===== src/rtl/txq_pkg.sv =====
package txq_pkg;

    typedef enum logic [1:0] {
        TXQ_IDLE = 2'b00,
        TXQ_PUSH = 2'b01,
        TXQ_POP  = 2'b10,
        TXQ_BOTH = 2'b11
    } txq_op_e;

    function automatic txq_op_e txq_decode(input logic push_ok, input logic pop_ok);
        return txq_op_e'({pop_ok, push_ok});
    endfunction

    localparam int unsigned TXQ_WM_RESET = 1;

endpackage


===== src/rtl/txq_ptrs.sv =====
module txq_ptrs #(
    parameter int DEPTH = 8,
    localparam int AW = $clog2(DEPTH)
) (
    input  logic          clk,
    input  logic          rst,
    input  logic          enable,
    input  logic          push_valid,
    input  logic          pop_req,
    output logic          wr_fire,
    output logic [AW-1:0] wr_addr,
    output logic [AW-1:0] rd_addr,
    output logic [AW:0]   level,
    output logic          full,
    output logic          empty
);
    import txq_pkg::*;

    localparam logic [AW:0] FULL_XOR = {1'b1, {AW{1'b0}}};

    logic [AW:0] wr_ptr, rd_ptr;
    logic        push_ok, pop_ok;
    txq_op_e     op;

    assign empty   = (wr_ptr == rd_ptr);
    assign full    = ((wr_ptr ^ rd_ptr) == FULL_XOR);
    assign push_ok = enable && push_valid && !full;
    assign pop_ok  = enable && pop_req && !empty;
    assign op      = txq_decode(push_ok, pop_ok);
    assign wr_fire = push_ok;
    assign wr_addr = wr_ptr[AW-1:0];
    assign rd_addr = rd_ptr[AW-1:0];
    assign level   = wr_ptr - rd_ptr;

    always_ff @(posedge clk) begin
        if (rst || !enable) begin
            wr_ptr <= '0;
            rd_ptr <= '0;
        end else begin
            unique case (op)
                TXQ_PUSH: wr_ptr <= wr_ptr + 1'b1;
                TXQ_POP:  rd_ptr <= rd_ptr + 1'b1;
                TXQ_BOTH: begin
                    wr_ptr <= wr_ptr + 1'b1;
                    rd_ptr <= rd_ptr + 1'b1;
                end
                default: ;
            endcase
        end
    end

    // occupancy never exceeds the depth, flags never both set
    p_level_bound_r7: assert property (@(posedge clk) disable iff (rst)
        level <= (AW+1)'(DEPTH));
    p_flags_excl_r7: assert property (@(posedge clk) disable iff (rst)
        !(full && empty));
    // a push into a full queue without a pop leaves it full
    p_drop_full_r3: assert property (@(posedge clk) disable iff (rst)
        (enable && full && push_valid && !pop_req) |=> (full && $stable(level)));
    // a pop on an empty queue without a push leaves it empty
    p_pop_empty_r4: assert property (@(posedge clk) disable iff (rst)
        (enable && empty && pop_req && !push_valid) |=> empty);
    // an accepted lone push raises the level by one
    p_push_grows_r2: assert property (@(posedge clk) disable iff (rst)
        (enable && push_valid && !full && !pop_req) |=> (level == $past(level) + 1'b1));
    // simultaneous accepted push and pop keep the level
    p_both_stable_r8: assert property (@(posedge clk) disable iff (rst)
        (enable && push_valid && pop_req && !full && !empty) |=> $stable(level));
    // disable flushes
    p_flush_r9: assert property (@(posedge clk) disable iff (rst)
        !enable |=> empty);

endmodule


===== src/rtl/txq_mem.sv =====
module txq_mem #(
    parameter int DEPTH  = 8,
    parameter int DATA_W = 8,
    localparam int AW = $clog2(DEPTH)
) (
    input  logic              clk,
    input  logic              wr_fire,
    input  logic [AW-1:0]     wr_addr,
    input  logic [DATA_W-1:0] wr_data,
    input  logic [AW-1:0]     rd_addr,
    output logic [DATA_W-1:0] rd_data
);
    logic [DATA_W-1:0] slots [DEPTH];

    for (genvar i = 0; i < DEPTH; i++) begin : g_slot
        always_ff @(posedge clk) begin
            if (wr_fire && (wr_addr == AW'(i)))
                slots[i] <= wr_data;
        end
    end

    assign rd_data = slots[rd_addr];

endmodule


===== src/rtl/txq_wmark.sv =====
module txq_wmark #(
    parameter int DEPTH = 8,
    parameter int REG_W = 16,
    localparam int AW = $clog2(DEPTH)
) (
    input  logic             clk,
    input  logic             rst,
    input  logic             wr_en,
    input  logic [REG_W-1:0] wr_data,
    input  logic [AW:0]      level,
    output logic [REG_W-1:0] rd_data,
    output logic             below
);
    import txq_pkg::*;

    logic [AW-1:0] mark;

    always_ff @(posedge clk) begin
        if (rst)
            mark <= AW'(TXQ_WM_RESET);
        else if (wr_en)
            mark <= wr_data[AW-1:0];
    end

    assign rd_data = {{(REG_W-AW){1'b0}}, mark};
    assign below   = (level < {1'b0, mark});

    // readback never exceeds depth minus one
    p_wm_range_r5: assert property (@(posedge clk) disable iff (rst)
        rd_data < REG_W'(DEPTH));
    // a write is visible on the next edge
    p_wm_write_r10: assert property (@(posedge clk) disable iff (rst)
        wr_en |=> (rd_data[AW-1:0] == $past(wr_data[AW-1:0])));

endmodule


===== src/rtl/txq_fifo_wmark.sv =====
module txq_fifo_wmark #(
    parameter int DEPTH  = 8,
    parameter int DATA_W = 8,
    parameter int REG_W  = 16,
    localparam int AW = $clog2(DEPTH)
) (
    input  logic              clk,
    input  logic              rst,
    input  logic              enable,
    input  logic              push_valid,
    input  logic [DATA_W-1:0] push_data,
    input  logic              pop_req,
    output logic [DATA_W-1:0] pop_data,
    input  logic              wm_wr_en,
    input  logic [REG_W-1:0]  wm_wr_data,
    output logic [REG_W-1:0]  wm_rd_data,
    output logic [AW:0]       level,
    output logic              full,
    output logic              empty,
    output logic              below_wm
);
    logic              wr_fire;
    logic [AW-1:0]     wr_addr, rd_addr;
    logic [DATA_W-1:0] head;

    txq_ptrs #(.DEPTH(DEPTH)) u_ptrs (
        .clk(clk), .rst(rst), .enable(enable),
        .push_valid(push_valid), .pop_req(pop_req),
        .wr_fire(wr_fire), .wr_addr(wr_addr), .rd_addr(rd_addr),
        .level(level), .full(full), .empty(empty)
    );

    txq_mem #(.DEPTH(DEPTH), .DATA_W(DATA_W)) u_mem (
        .clk(clk), .wr_fire(wr_fire), .wr_addr(wr_addr),
        .wr_data(push_data), .rd_addr(rd_addr), .rd_data(head)
    );

    txq_wmark #(.DEPTH(DEPTH), .REG_W(REG_W)) u_wmark (
        .clk(clk), .rst(rst), .wr_en(wm_wr_en), .wr_data(wm_wr_data),
        .level(level), .rd_data(wm_rd_data), .below(below_wm)
    );

    assign pop_data = empty ? '0 : head;

    initial begin
        assert (DEPTH >= 4 && (DEPTH & (DEPTH - 1)) == 0)
            else $error("DEPTH must be a power of two, at least 4");
        assert (REG_W > AW) else $error("REG_W too narrow");
    end

    // an empty queue presents zero to the serial engine
    p_empty_zero_r4: assert property (@(posedge clk) disable iff (rst)
        empty |-> (pop_data == '0));
    // nothing enters while disabled
    p_no_push_off_r9: assert property (@(posedge clk) disable iff (rst)
        (!enable && push_valid) |=> (level == '0));

endmodule


===== config.mk =====
export PLATFORM = sky130hd
export DESIGN_NAME = txq_fifo_wmark
export DESIGN_NICKNAME = d
export VERILOG_FILES = /design/src/rtl/txq_pkg.sv /design/src/rtl/txq_ptrs.sv /design/src/rtl/txq_mem.sv /design/src/rtl/txq_wmark.sv /design/src/rtl/txq_fifo_wmark.sv
export SDC_FILE = /design/constraint.sdc
export NUM_CORES = 1
export LEC_CHECK = 0
export BUFFER_PORTS_ARGS = -buffer_cell sky130_fd_sc_hd__buf_2
export CAP_MARGIN = 10
export CORE_MARGIN = 2
export CORE_UTILIZATION = 50
export DETAILED_ROUTE_END_ITERATION = 10
export PLACE_DENSITY = 0.81
export REMOVE_ABC_BUFFERS = 1
export SYNTH_ARGS = -nofsm -noshare
export SYNTH_HDL_FRONTEND = slang
export SYNTH_HIERARCHICAL = 1
export SYNTH_SLANG_ARGS = --single-unit

===== constraint.sdc =====
create_clock -name clk -period 2.29 [get_ports clk]
set_input_delay 0.3435 -clock clk [delete_from_list [all_inputs] [get_ports clk]]
set_output_delay 0.3435 -clock clk [all_outputs]
set_load 0.03 [all_outputs]

Word-level counts from Yosys, hierarchy flattened
Memory sizes are Yosys's and may differ from the RTL's. A register that Yosys moved wholly into a read port is not among the register bits.
Cells that the tools add are included.
W data, S select, Z words.
{"block": "totals", "in_bits": 30, "n_memories": 1, "reg_bits": 11, "word_cells": 87, "ram_bits": 64, "latchBits": 0, "output_inout_bits": 31, "mem_bits_ro": 0}
{"block": "classes", "mul": 0, "bitwise": 1, "shifts": 0, "div_mod_pow": 0, "add_sub_neg": 3, "eq_ne": 12, "n_lt_le_gt_ge": 1, "n_mux": 40, "n_reduce_logical": 26}
{"memory": "u_mem.slots", "depth": 8, "width": 8, "rd": 1, "rd_ports_with_merged_regs": 1, "wr": 1, "line": "txq_mem.sv:13", "source": "logic [DATA_W-1:0] slots [DEPTH];"}
{"cell": "$mux W8", "n": 8}
{"cell": "$reduce_or A8 Y1", "n": 7}
{"cell": "$mux W3", "n": 9}
{"cell": "$mux W1", "n": 23}
{"cell": "$eq A3 B3 Y1 const B", "n": 4}
{"cell": "$logic_and A1 B1 Y1", "n": 12}
{"cell": "$add A4 B1 Y4 const B", "n": 2}
{"cell": "$eq A3 B2 Y1 const B", "n": 2}
{"cell": "$eq A2 B2 Y1 const B", "n": 2}
{"cell": "$eq A4 B4 Y1", "n": 1}
{"cell": "$eq A4 B4 Y1 const B", "n": 1}
{"cell": "$lt A4 B3 Y1", "n": 1}
{"cell": "$reduce_or A2 Y1", "n": 2}
{"cell": "$sub A4 B4 Y4", "n": 1}
{"cell": "$xor A4 B4 Y4", "n": 1}
{"cell": "$eq A3 B1 Y1 const B", "n": 1}
{"cell": "$logic_not A1 Y1", "n": 3}
{"cell": "$logic_not A3 Y1", "n": 1}
{"cell": "$eq A2 B1 Y1 const B", "n": 1}
{"cell": "$logic_or A1 B1 Y1", "n": 1}

Logic depth before layout (Yosys ltp)
Gate-level depths: netlist of run 1.
{"block": "logic_depth", "depth_word": 15, "depth_mapped": 8}

Hierarchy
Netlist of run 1, hierarchy kept.
{"mod": "txq_mem", "instances": 1, "cells_each": 106, "area_each_um2": 2531.2}
{"mod": "txq_ptrs", "instances": 1, "cells_each": 65, "area_each_um2": 575.6}
{"mod": "txq_wmark", "instances": 1, "cells_each": 30, "area_each_um2": 257.7}
{"mod": "txq_fifo_wmark", "instances": 1, "cells_each": 8, "area_each_um2": 50.0}

Worst setup path after synthesis of run 1
No wires, ideal clock.
{"block": "synth_timing", "path_type": "reg2out", "start": "register u_ptrs.wr_ptr[0]", "end": "output below_wm", "n_path_buf": 0, "arrival_time_ns": 2.724, "path_stages_with_launch": 8, "setup_slack_ns": -0.777, "cell_sequence": "dfxtp_1 -> inv_1 -> ha_1 -> fa_1 -> xnor2_1 -> ha_1 -> a211o_1 -> a31oi_1"}
{"block": "synth_between", "elab_chain_cells": 2}
{"item": "from (decl)", "line": "txq_ptrs.sv:21", "source": "logic [AW:0] wr_ptr, rd_ptr;"}
{"item": "from (signal assigned)", "line": "txq_ptrs.sv:41", "source": "TXQ_PUSH: wr_ptr <= wr_ptr + 1'b1;"}
{"item": "from (signal assigned)", "line": "txq_ptrs.sv:44", "source": "wr_ptr <= wr_ptr + 1'b1;"}
{"item": "$sub A4 B4 Y4", "line": "txq_ptrs.sv:33", "source": "assign level = wr_ptr - rd_ptr;"}
{"item": "named net level[2]", "line": "txq_fifo_wmark.sv:17", "source": "output logic [AW:0] level,"}
{"item": "$lt A4 B3 Y1", "line": "txq_wmark.sv:26", "source": "assign below = (level < {1'b0, mark});"}
{"item": "to (decl)", "line": "txq_fifo_wmark.sv:20", "source": "output logic below_wm"}
The timed path passes the listed nets, and every way through them passes these cells.

Final worst setup path of run 1
{"block": "layout_timing", "start": "register u_ptrs.wr_ptr[0]", "end": "output below_wm"}
{"block": "layout_between", "elab_chain_cells": 2}
{"item": "$sub A4 B4 Y4", "line": "txq_ptrs.sv:33"}
{"item": "$lt A4 B3 Y1", "line": "txq_wmark.sv:26"}
No other way between the ends.

==> flow_summary.toml, run 1 <==
[run_status]
status = "complete, but fails checks"
violations = "negative setup slack"

[logic_synthesis]
yosysWarnings = 6
synth-seq-cells = 75
synth_xor_area_share_pct = 2.78
ys_async_sr_fraction_pct = 0
synth_compound_area_share_pct = 2.53
syn_inst = 209
avgSynthCellArea_um2 = 16.3
syn_area_um2 = 3410
ys_seq_area_share_pct = 62.7
synth_flop_cell = "edfxtp_1"
synth_top_family_by_area = "multiplexers"
synth.area.mux_share_pct = 16.0
synth_fa_ha_area_share_pct = 3.15
synth_edf_count = 64
ys_types = 34
synth-simple-area-share_pct = 6.01

[floorplanning]
core_area_um2 = 6720
die_area_um2 = 7510
io_pins = 61
start_util_pct = 50.8
die_h_um = 86.6
num_rows = 30
die_x_um = 86.6

[routing]
wl_mm = 6.68
vias_per_cell = 5.43
first_pass_iters = 4
vias = 1905
drc = 0
wire_per_inst_um = 19.0
drt_iter0_drc = 170
antenna_left = 0

[clock_network]
cts.clk_slew.worst_paths_ns = 0.07
clock-sinks = 75
cts_buffer_depth = 2
clock_latency_ns = 0.35
h-tree-depth = 3
cts_root_buf = "clkbuf_8"
ctsHoldBuffers = 0
cts_buffers = 9
cts_tree = "done"

[timing]
setup-violations-final = 8
fmax_mhz = 382
whs_ns = 0.197
fin_tns_setup_ns = -0.917
clock_skew_ns = 0.0111
period_share_pct = 114
rsz0062_at_grt = "yes"
hold_viol = 0
worst_slack_ns = -0.328
drv_slew = 0
period_needed_ns = 2.62

[global_route]
grt_start_max_net_pins = 18
track_usage_pct = 18.7
overflow = 0
antenna_found_initial = 0
first_global_vias = 1820
grt_pass1_wl_mm = 10.0

[placed_design]
postPlaceCellArea_um2 = 3690
dp_hpwl_mm = 4.02
port_buffers = 34
place_congestion = 0.718

[critical_path]
critPathKind = "reg -> out"
worst_ep_required_time_ns = 1.95
cp-start-kind = "register"
crit_path_end_kind = "primary output"
rrSetupSlack_ns = 0.27
worstPathArrival_ns = 2.27
cp_max_fo = 2

[power_and_ir_drop]
p_leak_uw = 0.00153
power.density_nw_per_um2 = 702
irDropWorstVdd_mv = 0.364

[finish]
n_antenna_cell = 0
fin_area_um2 = 4070
drive_above_1_share_pct = 42.1
ff_latch_area_um2 = 2150
nNetsFinal = 304
fin_util_pct = 60.6
mostFrequentLayoutCell = "edfxtp_1"
multiInputGateArea_um2 = 1130
final_cell_mix = "edfxtp_1, buf_4, buf_2, nor2_1, mux4_2"
fill_cells = 480
area_growth_pct = 19.3

[min_path]
min_path_type = "in -> reg"

[run]
cap_violations = 0
## flip-flops by register name, indices dropped and copies added, names as in the netlist
name	count
u_mem/slots	64
u_ptrs/rd_ptr	4
u_ptrs/wr_ptr	4
u_wmark/mark	3
## what timing repair did
item | 4_1_cts | 5_1_grt
pin swaps | 2 | 1
gates resized for setup | 49 | 17
endpoints found under the setup margin | 9 | 19
setup buffers | 4 | 2
gates cloned | 2 | 0
## Yosys cell counts (all sizes together) (3+ instances only)
library cell	n	area, µm²
edfxtp	64	1920
ha	7	87.6
buf	24	186
dfxtp	11	220
nor2	19	71.3
xor2	3	26.3
mux2	8	90.1
mux4	16	417
xnor2	7	68.8
mux2i	4	40.0
inv	10	37.5
nor2b	9	56.3
a21oi	3	15.0
nand2b	5	31.3
## worst paths after layout
kind | from | to | cells past startpoint
min reg2reg | u_wmark/mark[1]$_SDFFE_PP0P_ | u_wmark/mark[1]$_SDFFE_PP0P_ | 2
min | rst | u_wmark/mark[1]$_SDFFE_PP0P_ | 2
max reg2reg | u_ptrs/rd_ptr[2]$_SDFFE_PP0P_ | u_mem/slots[2][4]$_DFFE_PP_ | 8
max | u_ptrs/wr_ptr[0]$_SDFFE_PP0P_ | below_wm | 8
## kinds of logic after synthesis
kind of cell,Yosys count
AO/OA/AOI/OAI,11
XOR/XNOR,10
adder cells (fa/ha/maj),8
buffers and inverters,35
flip-flops,75
multiplexers,28
other,1
AND/OR/NAND/NOR,41
## worst max-delay path, stage by stage (launching register included)
cell and delay [ns]:
dfxtp_2 0.34, inv_2 0.04, ha_2 0.19, fa_2 0.36, xnor2_2 0.15, ha_1 0.29, a211o_1 0.25, a31oi_1 0.14
buf_4 0.18
## routing by layer
layer	part of all wire (%)	vias to the layer above	global-route usage, %
li1	-	859	-
met1	43	964	24.9
met2	51	69	30.3
met3	4.5	13	3.81
met4	1.6	0	7.53
met5	0	-	0
## metrics by stage
| step | power (µW) | setup WS, ns | instances |
|---|---|---|---|
| after global placement | 1740 | -0.0461 | 330 |
| after CTS | 2860 | -0.326 | 352 |
| final | 2860 | -0.328 | 351 |
| after global routing | 2950 | -0.433 | 351 |
| after detailed placement | 1750 | -0.0686 | 330 |
| after floorplan | 1670 | -1.00 | 196 |
## cell type report
type / instances / share of cell area [%]
sequential: 75 / 52.7
multi-input combinational: 111 / 27.7
timing repair buffer: 59 / 10.9
clock buffer: 10 / 3.13
tap: 80 / 2.46
clock inverter: 6 / 2.18
inverter: 10 / 0.922
## power breakdown
group          internal (µW)  total, µW  switching, µW
logic                    101        258            157
clock network            616       1100            486
registers               1490       1500           6.87
Note: power is estimated with default switching activity, not from simulation.
==> run 2, diff against run 1 <==
- CORE_MARGIN: 2 -> default
==> run 2 against run 1 <==
Critical path type unchanged. Critical endpoint unchanged. Power shrank 3.3%. Via count shrank 1.8%. Final area shrank 0.31%. The flow finishes with violations (design-rule violations, negative setup slack). Highest routed layer unchanged. First-iteration DRC count shrank 55%.
==> flow_summary.toml, run 2 (synthesized netlist as in run 1, its figures left out) <==
[run]
cap_violations = 0

[clock_network]
cts_buffer_depth = 2
cts_root_buf = "clkbuf_8"
cts_buffers = 9
clock-sinks = 75
h-tree-depth = 3
clock_latency_ns = 0.34
cts.clk_slew.worst_paths_ns = 0.08
cts_tree = "done"

[run_status]
status = "complete, but fails checks"
violations = "design-rule violations, negative setup slack"

[finish]
largest_registers = "u_mem/slots (64), u_ptrs/rd_ptr (4), u_ptrs/wr_ptr (4)"
fin_util_pct = 62.9
final_cell_mix = "edfxtp_1, buf_2, buf_4, nor2_1, mux4_2"
fin_area_um2 = 4060
max_flop_register = "u_mem/slots"
n_antenna_cell = 0
largest_reg_flops = 64
drive_above_1_share_pct = 42.9
mostFrequentLayoutCell = "edfxtp_1"
nNetsFinal = 301
area_growth_pct = 18.9

[power_and_ir_drop]
p_int_uw = 2110
p_leak_uw = 0.00151
clock_power_share_pct = 36.1
sw_frac_of_total_pct = 23.8
seqPwrFrac_pct = 54.2
comb_power_share_pct = 9.7
totalPowerFinal_uw = 2760
irDropWorstVdd_mv = 0.780
power_switching_uw = 657
power.density_nw_per_um2 = 681

[placed_design]
port_buffers = 34
dp_hpwl_mm = 3.63
postPlaceCellArea_um2 = 3660
post-place-ws_ns = -0.112
place_congestion = 0.745

[timing]
setup-violations-final = 9
period_needed_ns = 2.61
drv_slew = 0
hold_viol = 0
period_share_pct = 114
clock_skew_ns = 0.0137
worst_slack_ns = -0.324
rsz0062_at_grt = "yes"
fmax_mhz = 383

[floorplanning]
core_area_um2 = 6460
num_rows = 29
io_pins = 61
die_x_um = 84.6
die_h_um = 84.6
die_area_um2 = 7160
start_util_pct = 52.9

[critical_path]
worst_ep_required_time_ns = 1.95
cp_max_fo = 2
cp-start-kind = "register"
worstPathArrival_ns = 2.27
critPathKind = "reg -> out"
crit_path_end_kind = "primary output"

[routing]
drc = 2
drt_iter0_drc = 76
vias = 1871
vias_per_cell = 5.42
wire_per_inst_um = 19.0
antenna_left = 0
wl_mm = 6.54
first_pass_iters = 11

[global_route]
antenna_found_initial = 0
track_usage_pct = 19.9
grt_start_max_net_pins = 18
first_global_vias = 1914
grt_pass1_wl_mm = 10.2
overflow = 0

[min_path]
min_path_type = "in -> reg"
-- run 2: cell count changes in the layout (fill, tap and decap cells not counted), sizes merged --
cell      previous run  this run
clkinv               2         1
inv                 11        12
clkinvlp             1         3
buf                 59        55
bufinv               2         1
-- run 2: worst paths after layout --
kind	from	end	slack (ns)	cells after the start
setup / recovery	u_ptrs/wr_ptr[0]$_SDFFE_PP0P_	below_wm	-0.32	8
hold / removal	rst	u_wmark/mark[1]$_SDFFE_PP0P_	0.20	2
setup reg to reg	u_ptrs/rd_ptr[2]$_SDFFE_PP0P_	u_mem/slots[0][7]$_DFFE_PP_	0.33	8
hold reg to reg	u_wmark/mark[2]$_SDFFE_PP0P_	u_wmark/mark[2]$_SDFFE_PP0P_	0.54	2
-- run 2: through the flow --
stage / hold slack, ns / std cells / setup TNS (ns)
finish: 0.199 / 345 / -0.863
global route: 0.184 / 345 / -1.61
CTS: 0.173 / 347 / -1.92
detailed placement: 0.515 / 323 / -0.112
global placement: 0.511 / 323 / -0.0546
floorplan: 0.416 / 196 / -13.51
-- run 2: routing by layer --
layer  vias up  GRT usage (%)  part of all wire, %
met5         -              0                    0
met4         0           7.70                  1.5
met3        12           5.60                  6.3
met2        76           32.0                   49
met1       932           25.9                   43
li1        851              -                    -
-- run 2: power by group through the flow --
stage / Clock, µW / Sequential [µW] / Combinational (µW)
2_1_floorplan: 0 / 1540 / 132
4_1_cts: 1030 / 1500 / 245
3_3_place_gp: 0 / 1530 / 211
5_1_grt: 1090 / 1500 / 284
6_report: 998 / 1500 / 267
3_5_place_dp: 0 / 1530 / 216
-- run 2: worst max-delay path: stages (launching register included) --
cell,delay [ns]
dfxtp_2,0.35
inv_2,0.05
ha_4,0.16
fa_2,0.35
xnor2_2,0.15
ha_1,0.31
a211o_1,0.25
a31oi_1,0.14
buf_4,0.18
-- run 2: layout make-up --
type	count	area, µm²
tap	77	96.3
clock inverter	7	73.8
inverter	10	37.5
timing repair buffer	56	428
clock buffer	9	124
sequential	75	2150
multi-input combinational	111	1150
fill	467	2400
-- run 2: timing repair --
action | in CTS | in global routing
hold endpoints to repair | 0 | 0
endpoints found under the setup margin | 9 | 11
gates resized for setup | 38 | 31
pin swaps | 2 | 4
gates cloned | 2 | 1
hold buffers | 0 | 0
setup buffers | 6 | 1
==> run 3, diff against run 2 <==
- PLACE_DENSITY: 0.81 -> 0.76
==> run 3 against run 2 <==
Final area up 1.5%. Largest power group unchanged. Largest cell class unchanged. The flow still finishes with violations (design-rule violations, negative setup slack). Power rose by 5.6%. Clock skew shrank 0.0059 ns. Clock power rose by 15%. Highest routed layer unchanged. First-iteration DRC count rose by 58%.
==> flow_summary.toml, run 3 (synthesized netlist as in run 1, its figures left out) <==
[global_route]
grtUsageMet2_pct = 31.0
grt_util_met3_pct = 5.51
grt_pass1_wl_mm = 9.74
track_usage_pct = 19.3
grt_start_max_net_pins = 18
first_global_vias = 1808
antenna_found_initial = 0
grt.busiest_layer = "met2"
grtUsageMet1_pct = 25.9
overflow = 0

[power_and_ir_drop]
sw_frac_of_total_pct = 23.4
irDropWorstVdd_mv = 0.496
seqPwrFrac_pct = 51.4
clock_power_share_pct = 39.4
p_leak_uw = 0.00155
power_switching_uw = 684
comb_power_share_pct = 9.2
p_int_uw = 2240
power.density_nw_per_um2 = 708

[min_path]
hold_depth = 2
min_path_type = "in -> reg"

[critical_path]
crit_path_end_kind = "primary output"
critPathMaxStageDelay_ns = 0.35
cp-start-kind = "register"
worstPathArrival_ns = 2.26
cp_max_fo = 2
critPathKind = "reg -> out"
worst_ep_required_time_ns = 1.95
path_cells = "inv_2 > ha_4 > fa_2 > xnor2_2 > ha_1 > a211o_1 > a31oi_1 > buf_4"
reg2reg_depth = 8
slowest_stage = "fa_2"

[clock_network]
cts_buffer_depth = 2
cts_root_buf = "clkbuf_8"
cts_tree = "done"
h-tree-depth = 3
clock_latency_ns = 0.35
cts.clk_slew.worst_paths_ns = 0.08
clock-sinks = 75
cts_buffers = 9

[routing]
first_pass_iters = 9
vias_per_cell = 5.32
wire_per_inst_um = 18.3
antenna_left = 0
vias = 1840
drc = 1
wl_mm = 6.33
drt_iter0_drc = 120

[timing]
period_needed_ns = 2.60
rsz0062_at_grt = "yes"
whs_ns = 0.194
worst_slack_ns = -0.314
hold_viol = 0
drv_slew = 0
setup-violations-final = 8
fmax_mhz = 384
period_share_pct = 114
clock_skew_ns = 0.00780

[floorplanning]
die_x_um = 84.6
start_util_pct = 52.9
die_h_um = 84.6
core_area_um2 = 6460
num_rows = 29
die_area_um2 = 7160
io_pins = 61

[finish]
max_flop_register = "u_mem/slots"
largest_registers = "u_mem/slots (64), u_ptrs/rd_ptr (4), u_ptrs/wr_ptr (4)"
fin_area_um2 = 4120
n_antenna_cell = 0
drive_above_1_share_pct = 43.5
largest_reg_flops = 64
area_growth_pct = 20.7
fin_util_pct = 63.8
mostFrequentLayoutCell = "edfxtp_1"
nNetsFinal = 302
final_cell_mix = "edfxtp_1, buf_2, buf_4, nor2_1, mux4_2"

[run]
cap_violations = 0

[run_status]
violations = "design-rule violations, negative setup slack"
status = "complete, but fails checks"

[placed_design]
place_congestion = 0.727
dp_hpwl_mm = 3.75
port_buffers = 34
postPlaceCellArea_um2 = 3680
## run 3: worst max-delay path, delay by kind of cell (launching register included)
kind                     cells  cell delay, ns
adder cells (fa/ha/maj)      3            0.80
AO/OA/AOI/OAI                2            0.39
flip-flops                   1            0.34
buffers and inverters        2            0.23
XOR/XNOR                     1            0.14
## run 3: per-layer routing
metal | part of all wire (%) | up-vias
met4 | 0.65 | 0
met1 | 46 | 924
met5 | 0 | -
met3 | 5.2 | 4
met2 | 48 | 61
li1 | - | 851
## run 3: cell type report
| class | instances | area (µm²) |
|---|---|---|
| clock buffers | 9 | 124 |
| multi-input cells | 111 | 1160 |
| flip-flops and latches | 75 | 2150 |
| well taps | 77 | 96.3 |
| inverters | 10 | 37.5 |
| repair buffers | 57 | 450 |
| fillers | 472 | 2340 |
| clock inverters | 7 | 106 |
## run 3: what timing repair did
| action | CTS | global route |
|---|---|---|
| cloned | 2 | 0 |
| hold buffers | 0 | 0 |
| pin swaps | 3 | 2 |
| setup endpoints to repair | 9 | 10 |
| buffers inserted | 3 | 0 |
| gates resized for setup | 62 | 13 |
## run 3: per-stage QoR
| stage | setup slack [ns] | total power [µW] | setup TNS, ns | cells |
|---|---|---|---|---|
| finish | -0.314 | 2920 | -0.923 | 346 |
| global route | -0.460 | 3010 | -1.49 | 346 |
| CTS | -0.364 | 2930 | -1.15 | 347 |
| detailed placement | -0.0804 | 1750 | -0.0804 | 326 |
| global placement | -0.0570 | 1740 | -0.0570 | 326 |
| floorplan | -1.00 | 1670 | -13.51 | 196 |
## run 3: final timing paths
check                                      from                      endpoint  slack (ns)
setup / recovery  u_ptrs/wr_ptr[0]$_SDFFE_PP0P_                      below_wm       -0.31
hold / removal                              rst  u_wmark/mark[1]$_SDFFE_PP0P_        0.19
setup reg to reg  u_ptrs/rd_ptr[2]$_SDFFE_PP0P_   u_mem/slots[2][1]$_DFFE_PP_        0.31
hold reg to reg    u_wmark/mark[1]$_SDFFE_PP0P_  u_wmark/mark[1]$_SDFFE_PP0P_        0.54
## run 3: power groups by stage
stage,Clock (µW),Sequential (µW),Combinational (µW)
after floorplan,0,1540,132
after global placement,0,1530,213
after detailed placement,0,1530,217
after CTS,1170,1500,262
after global routing,1230,1500,286
final,1150,1500,269
